## config.mk

```make
export PLATFORM = sky130hd
export DESIGN_NAME = drf_req_ctrl
export DESIGN_NICKNAME = d
export VERILOG_FILES = /design/src/rtl/drf_pkg.sv /design/src/rtl/drf_owed_ctr.sv /design/src/rtl/drf_rank_sel.sv /design/src/rtl/drf_rcomp_gate.sv /design/src/rtl/drf_req_ctrl.sv
export SDC_FILE = /design/constraint.sdc
export NUM_CORES = 1
export LEC_CHECK = 0
export BUFFER_PORTS_ARGS = -buffer_cell sky130_fd_sc_hd__buf_2
export CORE_MARGIN = 8
export CORE_UTILIZATION = 56
export DETAILED_ROUTE_END_ITERATION = 8
export PLACE_DENSITY = 0.93
export SETUP_SLACK_MARGIN = 0.15
export SLEW_MARGIN = 20
export SYNTH_ARGS = -nofsm -noshare
export SYNTH_HDL_FRONTEND = slang
export SYNTH_SLANG_ARGS = --single-unit
```

## constraint.sdc

```tcl
create_clock -name clk -period 5.5 [get_ports clk]
set_input_delay 0.55 -clock clk [delete_from_list [all_inputs] [get_ports clk]]
set_output_delay 0.55 -clock clk [all_outputs]
set_load 0.01 [all_outputs]
```

## src/rtl/drf_pkg.sv

```systemverilog
package drf_pkg;

    typedef enum logic [1:0] {
        MODE_IDLE   = 2'd0,
        MODE_ACCUM  = 2'd1,
        MODE_ACTIVE = 2'd2
    } drf_mode_e;

    typedef struct packed {
        logic req;
        logic panic;
    } drf_req_t;

    localparam int unsigned PANIC_BASE = 5;

    function automatic drf_mode_e decode_mode(input logic en, input logic keep);
        if (en)
            return MODE_ACTIVE;
        else if (keep)
            return MODE_ACCUM;
        return MODE_IDLE;
    endfunction

    function automatic int unsigned panic_level(input logic [1:0] sel);
        return PANIC_BASE + int'(sel);
    endfunction

endpackage

```

## src/rtl/drf_owed_ctr.sv

```systemverilog
module drf_owed_ctr #(
    parameter int OWE_W = 4
) (
    input  logic             clk,
    input  logic             rst,
    input  logic             inc,
    input  logic             dec,
    output logic [OWE_W-1:0] owed
);
    localparam logic [OWE_W-1:0] OWE_MAX = {OWE_W{1'b1}};

    always_ff @(posedge clk) begin
        if (rst) begin
            owed <= '0;
        end else begin
            case ({inc, dec})
                2'b10: if (owed != OWE_MAX) owed <= owed + 1'b1;
                2'b01: if (owed != '0)      owed <= owed - 1'b1;
                default: owed <= owed;
            endcase
        end
    end
endmodule

```

## src/rtl/drf_rank_sel.sv

```systemverilog
module drf_rank_sel #(
    parameter int RANKS = 4
) (
    input  logic             clk,
    input  logic             rst,
    input  logic             indep,
    input  logic             advance,
    output logic [RANKS-1:0] tgt
);
    localparam int PTR_W = (RANKS > 1) ? $clog2(RANKS) : 1;
    localparam logic [PTR_W-1:0] PTR_LAST = PTR_W'(RANKS - 1);

    logic [PTR_W-1:0] ptr;

    always_ff @(posedge clk) begin
        if (rst)
            ptr <= '0;
        else if (advance && indep)
            ptr <= (ptr == PTR_LAST) ? '0 : ptr + 1'b1;
    end

    for (genvar r = 0; r < RANKS; r++) begin : g_rank
        assign tgt[r] = indep ? (ptr == PTR_W'(r)) : 1'b1;
    end
endmodule

```

## src/rtl/drf_rcomp_gate.sv

```systemverilog
module drf_rcomp_gate #(
    parameter int TICK_W = 5
) (
    input  logic              clk,
    input  logic              rst,
    input  logic              tick,
    input  logic              req,
    input  logic              indep,
    input  logic              direct,
    input  logic              block,
    input  logic [TICK_W-1:0] wait_cnt,
    input  logic [TICK_W-1:0] quiet_dir,
    input  logic [TICK_W-1:0] quiet_ind,
    output logic              grant,
    output logic [TICK_W:0]   elapsed
);
    localparam int WC_W = TICK_W + 1;
    localparam logic [WC_W-1:0] WC_MAX = {WC_W{1'b1}};

    logic [WC_W-1:0] need;
    logic [TICK_W-1:0] quiet;

    always_comb begin
        quiet = direct ? quiet_dir : quiet_ind;
        need  = indep ? ({1'b0, wait_cnt} + {1'b0, quiet}) : '0;
        grant = req && !block && (elapsed >= need);
    end

    always_ff @(posedge clk) begin
        if (rst || !req || grant)
            elapsed <= '0;
        else if (tick && elapsed != WC_MAX)
            elapsed <= elapsed + 1'b1;
    end
endmodule

```

## src/rtl/drf_req_ctrl.sv

```systemverilog
module drf_req_ctrl #(
    parameter int OWE_W  = 4,
    parameter int RANKS  = 4,
    parameter int TICK_W = 5
) (
    input  logic              clk,
    input  logic              rst,
    input  logic              tick_i,
    input  logic              grant_i,
    input  logic              init_done_i,
    input  logic              ref_en_i,
    input  logic              cnt_keep_i,
    input  logic              indep_rank_i,
    input  logic [1:0]        panic_sel_i,
    input  logic              rc_req_i,
    input  logic              rc_direct_i,
    input  logic [TICK_W-1:0] rc_wait_i,
    input  logic [TICK_W-1:0] rc_quiet_dir_i,
    input  logic [TICK_W-1:0] rc_quiet_ind_i,
    output logic              ref_req_o,
    output logic              panic_o,
    output logic [RANKS-1:0]  rank_tgt_o,
    output logic              rc_grant_o
);
    import drf_pkg::*;

    drf_mode_e         mode;
    drf_req_t          rq;
    logic [OWE_W-1:0]  owed_q;
    logic [TICK_W:0]   rc_elapsed;
    logic              count_on;
    logic              take;

    always_comb begin
        mode      = decode_mode(ref_en_i, cnt_keep_i);
        count_on  = (mode != MODE_IDLE);
        rq.req    = init_done_i && (mode == MODE_ACTIVE) && (owed_q != '0);
        rq.panic  = rq.req && (owed_q > OWE_W'(panic_level(panic_sel_i)));
        take      = grant_i && rq.req;
        ref_req_o = rq.req;
        panic_o   = rq.panic;
    end

    drf_owed_ctr #(.OWE_W(OWE_W)) u_owed (
        .clk  (clk),
        .rst  (rst),
        .inc  (tick_i && count_on),
        .dec  (take),
        .owed (owed_q)
    );

    drf_rank_sel #(.RANKS(RANKS)) u_rank (
        .clk     (clk),
        .rst     (rst),
        .indep   (indep_rank_i),
        .advance (take),
        .tgt     (rank_tgt_o)
    );

    drf_rcomp_gate #(.TICK_W(TICK_W)) u_rc (
        .clk       (clk),
        .rst       (rst),
        .tick      (tick_i),
        .req       (rc_req_i),
        .indep     (indep_rank_i),
        .direct    (rc_direct_i),
        .block     (rq.panic),
        .wait_cnt  (rc_wait_i),
        .quiet_dir (rc_quiet_dir_i),
        .quiet_ind (rc_quiet_ind_i),
        .grant     (rc_grant_o),
        .elapsed   (rc_elapsed)
    );
endmodule

```

After elaboration in Yosys (flattened, before gate mapping)
Cells that the tools add are included.

storage, ports and cells
  output and inout port bits = 7
  bits in registers = 12
  input port bits = 27

cells by class
  magnitude comparators = 2
  $add $sub $neg = 6
  equal/unequal tests = 10
  muxes and demuxes = 15
  reduce and logical (&&, ||, !) cells = 18

operators by type and width
  kind                 number
  $logic_and 1x1->1    9
  $eq 2x2->1 const B   4
  $mux 2               4
  $mux 4               2
  $pmux 4 s2           1
  $add 5x5->6          1
  $add 6x1->6 const B  1
  $ge 6x6->1           1
  $mux 1               6
  $mux 6               1
  $ne 6x6->1 const B   1
  $mux 5               1
  $add 3x2->4 const A  1
  $add 4x1->4 const B  1
  $eq 2x1->1 const B   2
  $gt 4x4->1           1
  $ne 4x4->1 const B   1
  $reduce_bool 2->1    2
  $reduce_bool 4->1    1
  $sub 4x1->4 const B  1
  $reduce_and 3->1     1
  $add 2x1->2 const B  1
  $logic_not 1->1      2
  $logic_not 2->1      1
  3 further kinds      4

Logic depth before layout (Yosys ltp)
  depth in word-level cells = 11
  gate-level depth with buffers = 13
  mapped depth without buffers = 13

Modules after synthesis
A second synthesis with hierarchy kept.

second synthesis, totals
  cell total of the unflattened synthesis = 147
  area, all modules = 1342.5 um2

by module, submodules not included
  module          area an instance (um2)  cells each  sequential area each (um2)  times used
  drf_rcomp_gate  706.9                   75          120.1                       1
  drf_owed_ctr    299.0                   35          80.1                        1
  drf_rank_sel    171.4                   18          40.0                        1
  drf_req_ctrl    165.2                   19          0.0                         1

Least setup slack after synthesis
Ideal clock, no wire load.

  path kind = input -> output
  from = in rc_direct_i
  to = out rc_grant_o
  data required time = 4.950 ns
  path slack = 2.143 ns
  arrival = 2.807 ns
  stages on the path = 12
  path through = mux2_2 ha_1 fa_1 a21o_1 a21oi_1 xnor2_1 nand2_1 ha_1 a2111oi_0 o21ai_0 o21ai_0 nor3b_1

between the ends
  cells in the longest elaborated chain, start to end = 5

RTL lines
  item               line                  text
  start, declared    drf_req_ctrl.sv:16    input logic rc_direct_i,
  $mux 5             drf_rcomp_gate.sv:24  quiet = direct ? quiet_dir : quiet_ind;
  $add 5x5->6        drf_rcomp_gate.sv:25  need = indep ? ({1'b0, wait_cnt} + {1'b0, quiet}) : '0;
  $mux 6             drf_rcomp_gate.sv:25
  $ge 6x6->1         drf_rcomp_gate.sv:26  grant = req && !block && (elapsed >= need);
  $logic_and 1x1->1  drf_rcomp_gate.sv:26
  end, declared      drf_req_ctrl.sv:23    output logic rc_grant_o

Every way passes these cells.

Final worst setup path
Same ends and word-level chain as after synthesis.

==> flow_summary.toml <==
[status]
status = "completed"

[pwr]
powerDensity_nw_per_um2 = 163
p_seq_frac = 0.402
peakVddDrop_uv = 149
power.share.clock = 0.225
pwr-share-comb = 0.373
sw_frac_of_total = 0.339
power.switching_mw = 0.0815
intPower_mw = 0.159
power_leakage_nw = 0.679

[cts]
ctsHoldBuffers = 0
ctsResizeCount = 0
clk_pin_slew_worst_paths_ps = 70
cts-root-buf = "clkbuf_4"
clk_latency_ps = 280
cts_sinks = 12
cts_htree_levels = 1
cts_tree = "done"
cts_buffers = 3
clockBufferDepth = 2
cts_setup_buffers = 0

[global_route]
grt_overflow = 0
grt_first_pass_wirelength_um = 5040
grt_usage = 0.152
antenna_found_initial = 0
grt_max_degree = 12
grt_pass1_vias = 1257

[logic_synthesis]
synth-edff-count = 0
ys_seq_area_frac = 0.191
netlist_instances = 142
netlist-cell-type-count = 38
postSynthAreaPerCell_um2 = 8.87
synthFlopType = "dfxtp_1"
synth_area_um2 = 1260
synthTopCellsByArea = "ha_1, dfxtp_1, mux2_2"
ys_warn_count = 0
async_flop_share = 0
yosysTopAreaCell = "ha_1"
ys_seq_elements = 12
yosys-top-cells-count = "ha_1, dfxtp_1, nor2_1, nand2_1, inv_1"
syn_nets = 195
synth.most_common_cell = "ha_1"
yosysTopAreaCellShare = 0.238

[critical_path]
cp-end-kind = "primary output"
path_class = "input port to primary output"
worstPathArrival_ps = 3340
crit_buf_inv = 2
r2r_cells = 9
critPathMaxStageDelay_ps = 400
crit_fanout = 5
path_depth = 14
reg2reg_slack_ps = 3200
cp_cell_sequence = "buf_2, mux2_2, ha_1, fa_1, a21o_1, a21oi_1, xnor2_1, nand2_1, ha_1, a2111oi_0, o21ai_0, o21ai_0, nor3b_1, buf_2"
r2r-end = "u_owed.owed[3]"
start_kind = "input port"
critPathSlowestCell = "fa_1"
required_ps = 4950
crit_family = "compound AO/OA/AOI/OAI gates"
reg2reg_from = "u_owed.owed[1]"

[floorplanning]
die_area_um2 = 4020
ios = 34
start_util = 0.581
die_h_um = 63.4
rows = 17
die_w_um = 63.4
core-area_um2 = 2170

[placed_design]
pre_cts_ws_ps = 1650
gp_congestion = 0.896
hpwl_um = 2670
portBuffers = 33

[hold_path]
min_to = "u_rank.ptr[0]"
hold_depth = 2
min_from = "u_rank.ptr[0]"
hp-class = "register to register"

[sta]
whs_ps = 513
fmax_ghz = 0.257
skew_ps = 3.79
tightest_slew_ps = 408
fin_ws_ps = 1610
period_minus_slack_ps = 3890
slew_viol_final = 0
rsz0062_at_grt = "false"
hold_violations = 0
setup_violations = 0
fin_crit_sh = 0.707
tns_ps = 0
timing.slew.headroom = 0.726

[route]
ant_nets = 0
highest_layer = "met4"
wl_per_cell_um = 14.9
wl_met1_um = 999
dr.pass1.iters = 4
routed_wl_um = 3040
wl_met2_um = 1800
wl_met3_um = 145
via_count = 1161
viasPerCell = 5.69
route.detailed.drc = 0
drt_iter0_drc = 33

[layout]
seq_area_um2 = 240
drive_above_1_share = 0.273
final.fill_count = 181
diodes = 0
area_growth_syn_to_layout_pct = 17.0
nets = 231
multi_input_area_um2 = 977

[run]
maxCapViolations = 0
[cell type report]
type                       count  area share
multi-input combinational    119       0.663
sequential                    12       0.163
timing repair buffer          33       0.112
tap                           28      0.0238
inverter                       9      0.0229
clock buffer                   3      0.0153
[per-layer routing]
layer | track usage | up-vias
li1 | - | 580
met1 | 0.126 | 547
met5 | 0 | -
met4 | 0.0641 | 0
met2 | 0.309 | 22
met3 | 0.0530 | 12
[power by group through the flow]
stage	Sequential, mW	Clock, mW	Combinational, mW
floorplan	0.0970	0	0.0623
global placement	0.0980	0	0.0823
detailed placement	0.0985	0	0.0898
CTS	0.0964	0.0556	0.0901
global route	0.0969	0.0601	0.100
finish	0.0964	0.0540	0.0897
[sequential cells by signal (all words and copies together) (netlist names)]
name and flops:
u_rc.elapsed 6, u_rank.ptr 2, u_owed.owed 4
[worst register-to-register path: cells and delay by family (launching register included)]
kind,cells,cell delay [ps]
compound gates,2,360
fa+ha+maj,1,310
buf+inv,1,60
flops,1,390
simple gates,5,1090
[placed cells by master (no fill, tap or decap)]
cell	instances
nor2b_1	3
fa_1	2
o21a_1	3
a211oi_1	2
or3_1	1
and4_1	1
xnor2_1	5
nor3b_2	1
o21ai_4	1
a2111oi_4	1
a41o_1	1
o21ai_0	5
nor3_1	6
xor2_1	1
clkbuf_4	3
inv_1	9
mux2i_1	3
a2111oi_0	1
nand3_1	7
a21o_1	2
a41oi_1	1
nand4_1	1
nand2_1	10
o211ai_1	3
dfxtp_1	12
nor4_4	1
a31oi_1	1
nor2_1	11
a21oi_1	6
nor3b_1	2
nor2_2	1
buf_2	33
nand2b_1	4
o21ai_2	1
and2_1	1
or3_4	1
mux2_2	5
ha_1	24
[logic make-up (layout without fill, tap and decap cells)]
logic type	Yosys count	count (layout)	synth area share
adder cells (fa/ha/maj)	26	26	0.270
AO/OA/AOI/OAI	28	28	0.172
multiplexers	8	8	0.0685
buffers and inverters	11	45	0.0338
XOR/XNOR	6	6	0.0417
AND/OR/NAND/NOR	51	51	0.223
flip-flops	12	12	0.191
[stage by stage]
stage	power, mW	instance area, um^2	cells	util
floorplan	0.159	1260	142	-
global placement	0.180	1450	201	0.669
detailed placement	0.188	1450	201	0.669
CTS	0.242	1470	204	0.679
global route	0.257	1470	204	0.679
finish	0.240	1470	204	0.679
[worst max path at each step]
| stage | startpoint | endpoint | slack (ps) |
|---|---|---|---|
| after floorplan | rc_direct_i | rc_grant_o | 2140 |
| after global placement | rc_direct_i | rc_grant_o | 1810 |
| after detailed placement | rc_direct_i | rc_grant_o | 1650 |
| after CTS | rc_direct_i | rc_grant_o | 1640 |
| after global routing | rc_direct_i | rc_grant_o | 1520 |
| final | rc_direct_i | rc_grant_o | 1610 |
No activity file was read; power rests on OpenSTA's default activity.
